**config.mk**
```make
export PLATFORM = sky130hd
export DESIGN_NAME = raster_timing_gen
export DESIGN_NICKNAME = d
export VERILOG_FILES = /design/src/rtl/rtg_pkg.sv /design/src/rtl/rtg_regfile.sv /design/src/rtl/rtg_scan.sv /design/src/rtl/rtg_shaper.sv /design/src/rtl/raster_timing_gen.sv
export SDC_FILE = /design/constraint.sdc
export NUM_CORES = 1
export LEC_CHECK = 0
export ABC_AREA = 1
export BUFFER_PORTS_ARGS = -buffer_cell sky130_fd_sc_hd__buf_4
export CORE_UTILIZATION = 50
export CTS_BUF_LIST = sky130_fd_sc_hd__clkbuf_4
export DETAILED_ROUTE_END_ITERATION = 10
export PLACE_DENSITY = 0.67
export SLEW_MARGIN = 20
export SYNTH_ARGS = -nofsm -noshare
export SYNTH_HDL_FRONTEND = slang
export SYNTH_HIERARCHICAL = 1
export SYNTH_SLANG_ARGS = --single-unit
export TNS_END_PERCENT = 1
```
**constraint.sdc**
```tcl
create_clock -name clk -period 9.25 [get_ports clk]
set_input_delay 0.925 -clock clk [delete_from_list [all_inputs] [get_ports clk]]
set_output_delay 0.925 -clock clk [all_outputs]
set_load 0.01 [all_outputs]
```
**src/rtl/rtg_pkg.sv**
```systemverilog
package rtg_pkg;

    localparam int RTG_W  = 13;
    localparam int HI_LSB = 16;

    typedef logic [RTG_W-1:0] pos_t;

    typedef struct packed {
        pos_t       htot;
        pos_t       vtot;
        pos_t       hact;
        pos_t       vact;
        pos_t       hs_beg;
        pos_t       hs_end;
        pos_t       vs_beg;
        pos_t       vs_end;
        pos_t       voff;
        pos_t       fs_pix;
        pos_t       fs_line;
        logic [4:0] pol;
    } rtg_cfg_t;

    typedef enum logic {
        ST_OFF = 1'b0,
        ST_RUN = 1'b1
    } scan_state_t;

    localparam int POL_VB = 0;
    localparam int POL_HB = 1;
    localparam int POL_VS = 2;
    localparam int POL_HS = 3;
    localparam int POL_AV = 4;

    localparam int EV_VB = 0;
    localparam int EV_AV = 1;
    localparam int EV_FS = 2;
    localparam int EV_N  = 3;

    localparam int ST_VB_BIT = 12;
    localparam int ST_AV_BIT = 13;
    localparam int ST_FS_BIT = 16;

    localparam int CTRL_COMMIT_BIT = 1;
    localparam int CTRL_RUN_BIT    = 2;

    localparam int W_CTRL  = 0;
    localparam int W_STAT  = 1;
    localparam int W_IEN   = 2;
    localparam int W_POL   = 3;
    localparam int W_HTOT  = 4;
    localparam int W_VTOT  = 5;
    localparam int W_ACT   = 6;
    localparam int W_HSYNC = 7;
    localparam int W_VSYNC = 8;
    localparam int W_VOFF  = 9;
    localparam int W_FSYNC = 10;

endpackage

```
**src/rtl/rtg_regfile.sv**
```systemverilog
module rtg_regfile
    import rtg_pkg::*;
#(
    parameter int ADDR_W = 8
) (
    input  logic              clk,
    input  logic              rst_n,
    input  logic              we,
    input  logic [ADDR_W-1:0] addr,
    input  logic [31:0]       wdata,
    input  logic [EV_N-1:0]   ev,
    output logic [31:0]       rdata,
    output rtg_cfg_t          shadow,
    output logic              run_en,
    output logic              commit,
    output logic              irq
);

    localparam int WIDX_W = ADDR_W - 2;

    logic [WIDX_W-1:0] widx;
    rtg_cfg_t          shadow_q;
    logic              run_q;
    logic              commit_q;
    logic [EV_N-1:0]   stat_q;
    logic [EV_N-1:0]   ien_q;
    logic [EV_N-1:0]   clr;
    logic              unused_bits;

    assign widx        = addr[ADDR_W-1:2];
    assign unused_bits = ^{addr[1:0], wdata[31:29], wdata[15:13]};

    always_comb begin
        clr = '0;
        if (we && widx == WIDX_W'(W_STAT)) begin
            clr[EV_VB] = wdata[ST_VB_BIT];
            clr[EV_AV] = wdata[ST_AV_BIT];
            clr[EV_FS] = wdata[ST_FS_BIT];
        end
    end

    always_ff @(posedge clk or negedge rst_n) begin
        if (!rst_n) begin
            shadow_q <= '0;
            run_q    <= 1'b0;
            commit_q <= 1'b0;
            stat_q   <= '0;
            ien_q    <= '0;
        end else begin
            stat_q <= (stat_q & ~clr) | ev;
            if (we) begin
                case (widx)
                    WIDX_W'(W_CTRL): begin
                        run_q    <= wdata[CTRL_RUN_BIT];
                        commit_q <= wdata[CTRL_COMMIT_BIT];
                    end
                    WIDX_W'(W_IEN): begin
                        ien_q[EV_VB] <= wdata[ST_VB_BIT];
                        ien_q[EV_AV] <= wdata[ST_AV_BIT];
                        ien_q[EV_FS] <= wdata[ST_FS_BIT];
                    end
                    WIDX_W'(W_POL):  shadow_q.pol  <= wdata[4:0];
                    WIDX_W'(W_HTOT): shadow_q.htot <= wdata[RTG_W-1:0];
                    WIDX_W'(W_VTOT): shadow_q.vtot <= wdata[RTG_W-1:0];
                    WIDX_W'(W_ACT): begin
                        shadow_q.hact <= wdata[RTG_W-1:0];
                        shadow_q.vact <= wdata[HI_LSB +: RTG_W];
                    end
                    WIDX_W'(W_HSYNC): begin
                        shadow_q.hs_beg <= wdata[RTG_W-1:0];
                        shadow_q.hs_end <= wdata[HI_LSB +: RTG_W];
                    end
                    WIDX_W'(W_VSYNC): begin
                        shadow_q.vs_beg <= wdata[RTG_W-1:0];
                        shadow_q.vs_end <= wdata[HI_LSB +: RTG_W];
                    end
                    WIDX_W'(W_VOFF): shadow_q.voff <= wdata[RTG_W-1:0];
                    WIDX_W'(W_FSYNC): begin
                        shadow_q.fs_pix  <= wdata[RTG_W-1:0];
                        shadow_q.fs_line <= wdata[HI_LSB +: RTG_W];
                    end
                    default: ;
                endcase
            end
        end
    end

    always_comb begin
        rdata = '0;
        case (widx)
            WIDX_W'(W_CTRL): begin
                rdata[CTRL_RUN_BIT]    = run_q;
                rdata[CTRL_COMMIT_BIT] = commit_q;
            end
            WIDX_W'(W_STAT): begin
                rdata[ST_VB_BIT] = stat_q[EV_VB];
                rdata[ST_AV_BIT] = stat_q[EV_AV];
                rdata[ST_FS_BIT] = stat_q[EV_FS];
            end
            WIDX_W'(W_IEN): begin
                rdata[ST_VB_BIT] = ien_q[EV_VB];
                rdata[ST_AV_BIT] = ien_q[EV_AV];
                rdata[ST_FS_BIT] = ien_q[EV_FS];
            end
            WIDX_W'(W_POL):  rdata[4:0]       = shadow_q.pol;
            WIDX_W'(W_HTOT): rdata[RTG_W-1:0] = shadow_q.htot;
            WIDX_W'(W_VTOT): rdata[RTG_W-1:0] = shadow_q.vtot;
            WIDX_W'(W_ACT): begin
                rdata[RTG_W-1:0]       = shadow_q.hact;
                rdata[HI_LSB +: RTG_W] = shadow_q.vact;
            end
            WIDX_W'(W_HSYNC): begin
                rdata[RTG_W-1:0]       = shadow_q.hs_beg;
                rdata[HI_LSB +: RTG_W] = shadow_q.hs_end;
            end
            WIDX_W'(W_VSYNC): begin
                rdata[RTG_W-1:0]       = shadow_q.vs_beg;
                rdata[HI_LSB +: RTG_W] = shadow_q.vs_end;
            end
            WIDX_W'(W_VOFF): rdata[RTG_W-1:0] = shadow_q.voff;
            WIDX_W'(W_FSYNC): begin
                rdata[RTG_W-1:0]       = shadow_q.fs_pix;
                rdata[HI_LSB +: RTG_W] = shadow_q.fs_line;
            end
            default: ;
        endcase
    end

    assign shadow = shadow_q;
    assign run_en = run_q;
    assign commit = commit_q;
    assign irq    = |(stat_q & ien_q);

    AST_FLAG_STICKY: assert property (@(posedge clk) disable iff (!rst_n)
        &(~($past(stat_q) & ~$past(clr)) | stat_q))
        else $error("status flag dropped without a clear");

endmodule

```
**src/rtl/rtg_scan.sv**
```systemverilog
module rtg_scan
    import rtg_pkg::*;
(
    input  logic     clk,
    input  logic     rst_n,
    input  logic     run_en,
    input  logic     commit,
    input  rtg_cfg_t shadow,
    output pos_t     hcnt,
    output pos_t     vcnt,
    output logic     running,
    output rtg_cfg_t work
);

    scan_state_t st_q, st_d;
    pos_t        hcnt_q, hcnt_d;
    pos_t        vcnt_q, vcnt_d;
    rtg_cfg_t    work_q;
    logic        line_end;
    logic        frame_end;
    logic        load;

    assign line_end  = hcnt_q >= work_q.htot - pos_t'(1);
    assign frame_end = line_end && (vcnt_q >= work_q.vtot - pos_t'(1));
    assign load      = commit && (st_q == ST_OFF || frame_end);

    // state register
    always_ff @(posedge clk or negedge rst_n) begin
        if (!rst_n) st_q <= ST_OFF;
        else        st_q <= st_d;
    end

    // next state and counter outputs
    always_comb begin
        st_d   = st_q;
        hcnt_d = '0;
        vcnt_d = '0;
        unique case (st_q)
            ST_OFF: begin
                if (run_en) st_d = ST_RUN;          // start
            end
            ST_RUN: begin
                if (!run_en) begin
                    st_d = ST_OFF;                  // stop
                end else if (frame_end) begin
                    hcnt_d = '0;                    // frame wrap
                    vcnt_d = '0;
                end else if (line_end) begin
                    hcnt_d = '0;                    // line wrap
                    vcnt_d = vcnt_q + pos_t'(1);
                end else begin
                    hcnt_d = hcnt_q + pos_t'(1);
                    vcnt_d = vcnt_q;
                end
            end
        endcase
    end

    always_ff @(posedge clk or negedge rst_n) begin
        if (!rst_n) begin
            hcnt_q <= '0;
            vcnt_q <= '0;
            work_q <= '0;
        end else begin
            hcnt_q <= hcnt_d;
            vcnt_q <= vcnt_d;
            if (load) work_q <= shadow;
        end
    end

    assign hcnt    = hcnt_q;
    assign vcnt    = vcnt_q;
    assign running = (st_q == ST_RUN);
    assign work    = work_q;

    AST_OFF_HOLDS_ZERO: assert property (@(posedge clk) disable iff (!rst_n)
        (st_q == ST_OFF) |-> (hcnt_q == '0 && vcnt_q == '0))
        else $error("counters moved while stopped");

    AST_PIX_IN_RANGE: assert property (@(posedge clk) disable iff (!rst_n)
        (st_q == ST_RUN) |-> (hcnt_q < work_q.htot && vcnt_q < work_q.vtot))
        else $error("counter beyond frame size");

    AST_PIX_STEP: assert property (@(posedge clk) disable iff (!rst_n)
        (st_q == ST_RUN && hcnt_q != '0) |-> (hcnt_q == $past(hcnt_q) + pos_t'(1)))
        else $error("pixel counter skipped");

    AST_WORK_FRAME_ONLY: assert property (@(posedge clk) disable iff (!rst_n)
        (st_q == ST_RUN && (hcnt_q != '0 || vcnt_q != '0)) |-> $stable(work_q))
        else $error("working timing changed mid-frame");

endmodule

```
**src/rtl/rtg_shaper.sv**
```systemverilog
module rtg_shaper
    import rtg_pkg::*;
(
    input  logic            clk,
    input  logic            rst_n,
    input  logic            running,
    input  pos_t            hcnt,
    input  pos_t            vcnt,
    input  rtg_cfg_t        work,
    output logic            hsync_o,
    output logic            vsync_o,
    output logic            hblank_o,
    output logic            vblank_o,
    output logic            active_o,
    output logic            fsync_o,
    output logic [EV_N-1:0] ev
);

    pos_t vline;
    logic raw_hb, raw_vb, raw_hs, raw_vs, raw_va;
    logic lvl_hb, lvl_vb, lvl_hs, lvl_vs, lvl_av, lvl_va, lvl_fs;
    logic vb_q, va_q;

    always_comb begin
        if (hcnt >= work.voff)   vline = vcnt;
        else if (vcnt == '0)     vline = work.vtot - pos_t'(1);
        else                     vline = vcnt - pos_t'(1);
    end

    assign raw_hb = hcnt >= work.hact;
    assign raw_vb = vline >= work.vact;
    assign raw_hs = (hcnt >= work.hs_beg) && (hcnt < work.hs_end);
    assign raw_vs = (vline >= work.vs_beg) && (vline < work.vs_end);
    assign raw_va = vline < work.vact;

    assign lvl_hb = running && raw_hb;
    assign lvl_vb = running && raw_vb;
    assign lvl_hs = running && raw_hs;
    assign lvl_vs = running && raw_vs;
    assign lvl_av = running && !raw_hb && !raw_vb;
    assign lvl_va = running && raw_va;
    assign lvl_fs = running && (hcnt == work.fs_pix) && (vcnt == work.fs_line);

    assign vblank_o = ~(lvl_vb ^ work.pol[POL_VB]);
    assign hblank_o = ~(lvl_hb ^ work.pol[POL_HB]);
    assign vsync_o  = ~(lvl_vs ^ work.pol[POL_VS]);
    assign hsync_o  = ~(lvl_hs ^ work.pol[POL_HS]);
    assign active_o = ~(lvl_av ^ work.pol[POL_AV]);
    assign fsync_o  = lvl_fs;

    always_ff @(posedge clk or negedge rst_n) begin
        if (!rst_n) begin
            vb_q <= 1'b0;
            va_q <= 1'b0;
        end else begin
            vb_q <= lvl_vb;
            va_q <= lvl_va;
        end
    end

    assign ev[EV_VB] = lvl_vb & ~vb_q;
    assign ev[EV_AV] = lvl_va & ~va_q;
    assign ev[EV_FS] = lvl_fs;

    AST_FSYNC_ONE_CYCLE: assert property (@(posedge clk) disable iff (!rst_n)
        fsync_o |=> !fsync_o)
        else $error("frame-sync pulse longer than one cycle");

    AST_VB_EVENT_ONCE: assert property (@(posedge clk) disable iff (!rst_n)
        ev[EV_VB] |=> !ev[EV_VB])
        else $error("vblank event repeated");

endmodule

```
**src/rtl/raster_timing_gen.sv**
```systemverilog
module raster_timing_gen
    import rtg_pkg::*;
#(
    parameter int ADDR_W = 8
) (
    input  logic              clk,
    input  logic              rst_n,
    input  logic              reg_we,
    input  logic [ADDR_W-1:0] reg_addr,
    input  logic [31:0]       reg_wdata,
    output logic [31:0]       reg_rdata,
    output logic              hsync_o,
    output logic              vsync_o,
    output logic              hblank_o,
    output logic              vblank_o,
    output logic              active_o,
    output logic              fsync_o,
    output logic              irq_o
);

    rtg_cfg_t        shadow;
    rtg_cfg_t        work;
    logic            run_en;
    logic            commit;
    logic            running;
    pos_t            hcnt;
    pos_t            vcnt;
    logic [EV_N-1:0] ev;

    rtg_regfile #(.ADDR_W(ADDR_W)) u_regs (
        .clk    (clk),
        .rst_n  (rst_n),
        .we     (reg_we),
        .addr   (reg_addr),
        .wdata  (reg_wdata),
        .ev     (ev),
        .rdata  (reg_rdata),
        .shadow (shadow),
        .run_en (run_en),
        .commit (commit),
        .irq    (irq_o)
    );

    rtg_scan u_scan (
        .clk     (clk),
        .rst_n   (rst_n),
        .run_en  (run_en),
        .commit  (commit),
        .shadow  (shadow),
        .hcnt    (hcnt),
        .vcnt    (vcnt),
        .running (running),
        .work    (work)
    );

    rtg_shaper u_shape (
        .clk      (clk),
        .rst_n    (rst_n),
        .running  (running),
        .hcnt     (hcnt),
        .vcnt     (vcnt),
        .work     (work),
        .hsync_o  (hsync_o),
        .vsync_o  (vsync_o),
        .hblank_o (hblank_o),
        .vblank_o (vblank_o),
        .active_o (active_o),
        .fsync_o  (fsync_o),
        .ev       (ev)
    );

    AST_QUIET_WHEN_STOPPED: assert property (@(posedge clk) disable iff (!rst_n)
        !running |-> (ev == '0 && !fsync_o))
        else $error("event raised while stopped");

endmodule

```
* Yosys cells after proc, flatten, opt, wreduce, memory -nomap -nowiden
Cells that the tools add are included.
** Word-level totals
- Register bits :: 333
- Input bits :: 43
- Logic and storage cells :: 130
** Cells by class
- $add $sub $neg :: 5
- Magnitude comparators :: 10
- Equality and inequality tests :: 13
- Muxes and demuxes :: 20
- Bitwise operators :: 19
- Reduce and logical (&&, ||, !) cells :: 30
** Operator list (count)
- $mux W13 :: 10
- $ge A13 B13 Y1 :: 7
- $pmux W7 S7 :: 1
- $pmux W12 S4 :: 1
- $lt A13 B13 Y1 :: 3
- $sub A13 B1 Y13 const B :: 3
- $add A13 B1 Y13 const B :: 2
- $eq A13 B13 Y1 :: 2
- $eq A6 B3 Y1 const B :: 4
- $reduce_and A2 Y1 :: 10
- $eq A6 B4 Y1 const B :: 3
- $pmux W2 S9 :: 1
- $pmux W2 S8 :: 1
- $logic_and A1 B1 Y1 :: 14
- $logic_not A13 Y1 :: 1
- $eq A6 B2 Y1 const B :: 2
- $pmux W1 S9 :: 1
- $not A1 Y1 :: 8
- $pmux W1 S8 :: 1
- $and A3 B3 Y3 :: 2
- $eq A6 B1 Y1 const B :: 1
- $logic_not A6 Y1 :: 1
- $pmux W1 S6 :: 1
- $xor A1 B1 Y1 :: 5
- other kinds (10) :: 12

* Depth between registers and ports, before layout
- Word-level depth :: 8
- Gate-level depth with buffers :: 27
- Depth with buffers taken out :: 26

* Cells and area by module
The synthesis kept the hierarchy.
** Modules (own cells, without submodules)
- rtg_scan :: instances 1, cells an instance 994, area each 8358.0 sq um, seq. area each 4379.2 sq um
- rtg_regfile :: instances 1, cells an instance 865, area each 7160.6 sq um, seq. area each 3903.7 sq um
- rtg_shaper :: instances 1, cells an instance 593, area each 3528.4 sq um, seq. area each 50.0 sq um

* Least setup slack after synthesis
Ideal clock, no wire load.
- Path kind :: register to output
- Start point :: register u_scan.hcnt_q[12], in the netlist u_scan/hcnt[12]
- End point :: output vblank_o
- Arrival time :: 3.152 ns
- Slack :: 5.173 ns
- Cell stages (with the launch flop) :: 20
- Buffers on the path :: 1
- Path through :: dfrtp_1 ha_1 nand2_1 nor2_1 nand2_1 inv_1 nand2_1 nand3_1 clkbuf_1 o21ai_0 nand3b_1 nand2_1 ha_1 a21oi_1 o21ai_0 a21oi_1 nand2_1 or2_2 nand2_1 xor2_1
** On the way
- Word-level cells in the longest chain between the ends :: 6
** Ends and longest elaborated chain
- from (decl) :: RTL line rtg_scan.sv:16 : pos_t hcnt_q, hcnt_d;
- from (signal assigned) :: RTL line rtg_scan.sv:65 : hcnt_q <= hcnt_d;
- $ge A13 B13 Y1 :: RTL line rtg_shaper.sv:25 : if (hcnt >= work.voff) vline = vcnt;
- $mux W13 :: RTL line rtg_shaper.sv:25
- $ge A13 B13 Y1 :: RTL line rtg_shaper.sv:31 : assign raw_vb = vline >= work.vact;
- $logic_and A1 B1 Y1 :: RTL line rtg_shaper.sv:37 : assign lvl_vb = running && raw_vb;
- $xor A1 B1 Y1 :: RTL line rtg_shaper.sv:44 : assign vblank_o = ~(lvl_vb ^ work.pol[POL_VB]);
- $not A1 Y1 :: RTL line rtg_shaper.sv:44
- to (decl) :: RTL line raster_timing_gen.sv:15 : output logic vblank_o,
No other way between the ends.

* Worst setup path in the final report
- Start point :: register u_scan.hcnt_q[10], in the netlist u_scan/hcnt[10]
- End point :: output vblank_o
Same word-level chain as after synthesis.

==> impl_metrics.tcl <==
set metrics [dict create \
    outcome "finished clean" \
    hold_violations 0 \
    syn_area_per_cell_um2 7.768 \
    start_util_pct 50.69 \
    p_per_area_nw_per_um2 281.9 \
    finalCriticalPeriod_ns 6.501 \
    cts_tree "yes" \
    route.top_layer_used "met4" \
    grt_util_all_layers_pct 31.19 \
    cts_max_level 3 \
    ir_drop_mv 0.1450 \
    dr.pass1.iters 5 \
    numCtsBuffers 91 \
    endpoint "vblank_o" \
    via_count 16980 \
    tightestPinTransition_ns 1.077 \
    clockBufferDepth 3 \
    reg2regPathDepth 18 \
    netlist.area_leader.share_pct 43.75 \
    dp_hpwl_um 40900 \
    reg2reg_slack_ns 4.20 \
    clock_sinks 333 \
    synth.distinct_cells 49 \
    cts-resized-gates 0 \
    power_uw 5887 \
    antenna_found_initial 1 \
    post_cts_buffers 0 \
    wl_met1_um 26520 \
    cp.arrival_ns 5.58 \
    drt-initial-drc-count 1451 \
    critPathMaxFanout 13 \
    drv_slew 0 \
    coreArea_um2 37580 \
    yosys_warnings 6 \
    cp.required_ns 8.33 \
    async_reset_ff_share_pct 100.0 \
    nNetsFinal 2695 \
    synthCells 2452 \
    die_area_um2 38880 \
    io_buffers 69 \
    final_cell_mix "nand2_1 (861), dfrtp_1 (332), inv_1 (233)" \
    r2r_start "u_scan/work[135]$_DFFE_PN0P_" \
    rows 71 \
    synth_edf_count 0 \
    synth-seq-cells 333 \
    p_leak_uw 0.01109 \
    min_path_type "in2async" \
    gp_congestion 0.9354 \
    yosysTopAreaCell "dfrtp_1" \
    cts_root_buffer "clkbuf_4" \
    drcViolationCount 0 \
    synthTopCellsByArea "dfrtp_1 (44%), nand2_1 (17%), ha_1 (7.9%)" \
    critPathKind "reg2out" \
    dieHeight_um 197.2 \
    clock_latency_ns 0.80 \
    critPathLaunch "u_scan/hcnt[10]$_DFF_PN0_" \
    io_pins 82 \
    fill_cells 3587 \
    clkTransAtPathRegs_ns 0.06 \
    fmax_ghz 0.1538 \
    grt_pass1_wl_um 91160 \
    worstSetupEndpointType "output port" \
    skew_ns 0.06981 \
    grt_start_max_net_pins 92 \
    die_w_um 197.2 \
    areaGrowthSynthToFinish_pct 9.650 \
    layout_commonest_cell "nand2_1" \
    ys_seq_area_share_pct 43.75 \
    rsz0062_at_grt "false" \
    grt_pass1_vias 16200 \
    slew_headroom_pct 28.00 \
    finalSetupViolCount 0 \
    ant_nets 0 \
    ys.flop_type "dfrtp_1" \
    max_cap_violations 0 \
    vias_per_cell 5.460 \
    start_kind "flop" \
    wl_met3_um 5007 \
    wl_met2_um 26570 \
    finalCritPeriodShare_pct 70.28 \
    rr_endpoint "u_scan/work[28]$_DFFE_PN0P_" \
    routed_wl_um 59440 \
    final.setup.tns_ns 0 \
    drive_gt1_share_pct 11.47 \
    cts_hold_buf 0 \
    grt-ovfl-total 0 \
    wire_per_inst_um 19.11 \
    syn-cell-area_um2 19050 \
]
-- critical path, stage by stage, from the launching register on --
cell and delay [ns]:
dfrtp_1 0.71, ha_1 0.36, nand2_1 0.06, nand2_1 0.06, nand2_1 0.06, nand3_1 0.10, nor2_1 0.11, nand3_1 0.46
inv_1 0.49, nand2_1 0.16, a211oi_1 0.29, nand2_1 0.08, nand2_1 0.06, nand2_1 0.14, ha_1 0.33, a21oi_1 0.15
o21ai_0 0.10, a21oi_1 0.13, nand2_1 0.11, or2_2 0.29, nand2_1 0.22, xor2_1 0.20, buf_4 0.14
-- layer usage --
layer | vias to the layer above | global-route usage, %
li1 | 8109 | -
met1 | 8143 | 44.06
met2 | 648 | 47.01
met3 | 80 | 7.273
met4 | 0 | 10.57
met5 | - | 0
-- area by class of cell --
| cell class | count | area, um^2 | area share (%) |
|---|---|---|---|
| diodes | 2 | 5.005 | 0.02396 |
| flip-flops and latches | 333 | 8337 | 39.92 |
| clock buffers | 143 | 1074 | 5.140 |
| repair buffers | 81 | 615.6 | 2.948 |
| clock inverters | 15 | 168.9 | 0.8088 |
| well taps | 511 | 639.4 | 3.061 |
| multi-input cells | 1782 | 9131 | 43.72 |
| inverters | 243 | 914.6 | 4.379 |
-- synthesized netlist by cell type (all sizes together) (2+ instances only) --
cell and instances:
nor4 6, nor3 15, nand4 39, nor3b 2
dfrtp 333, nand3 217, a31oi 5, and2 2
a22oi 3, xor2 29, o22ai 5, nand2 884
xnor2 11, ha 120, buf 77, nand3b 6
or2 7, a21oi 52, a211oi 5, inv 243
o21ai 190, a221oi 5, nor2 165, clkbuf 21
-- where the power goes --
group / switching, uW / total, uW / internal [uW]
clock network: 627 / 1430 / 806
logic: 1550 / 2450 / 901
registers: 273 / 2010 / 1730
total: 2450 / 5890 / 3440
-- flip-flops by register name, summed over array words and instances (netlist names) --
name,cells
u_regs/commit,1
u_regs/ien_q,3
u_regs/run_en,1
u_regs/shadow,148
u_regs/stat_q,3
u_scan/hcnt,13
u_scan/running,1
u_scan/vcnt,13
u_scan/work,148
u_shape/va_q,1
u_shape/vb_q,1
-- cells by family after synthesis --
| logic type | count (synthesis) | share of synthesized area [%] |
|---|---|---|
| AOI/OAI and AO/OA | 273 | 7.699 |
| xor gates and xnor gates | 40 | 1.839 |
| adders and majority gates | 120 | 7.883 |
| buffers and inverters | 341 | 8.467 |
| DFF | 333 | 43.75 |
| other | 1 | 0.01969 |
| and+or+nand+nor | 1344 | 30.34 |
-- how the worst min path moves through the flow --
stage	startpoint	end	slack (ns)	depth (start not counted)
floorplan	u_regs/run_en$_DFFE_PN0P_	u_scan/running$_DFF_PN0_	0.39	0
global placement	u_scan/work[37]$_DFFE_PN0P_	u_scan/work[37]$_DFFE_PN0P_	0.46	2
detailed placement	u_scan/work[47]$_DFFE_PN0P_	u_scan/work[47]$_DFFE_PN0P_	0.46	2
CTS	rst_n	u_scan/work[119]$_DFFE_PN0P_	0.15	1
global route	rst_n	u_scan/work[119]$_DFFE_PN0P_	0.18	1
finish	rst_n	u_scan/work[117]$_DFFE_PN0P_	0.18	1
-- through the flow --
stage	setup slack (ns)	utilization [%]	hold slack (ns)	instances	cell area [um^2]
2_1_floorplan	5.173	-	0.3943	2456	19060
3_3_place_gp	3.733	52.22	0.4563	2950	19620
3_5_place_dp	3.607	52.22	0.4584	2950	19620
4_1_cts	2.753	55.53	0.1503	3108	20870
5_1_grt	2.265	55.57	0.1806	3109	20880
6_report	2.749	55.58	0.1755	3110	20890
No activity file was read; power rests on OpenSTA's default activity.
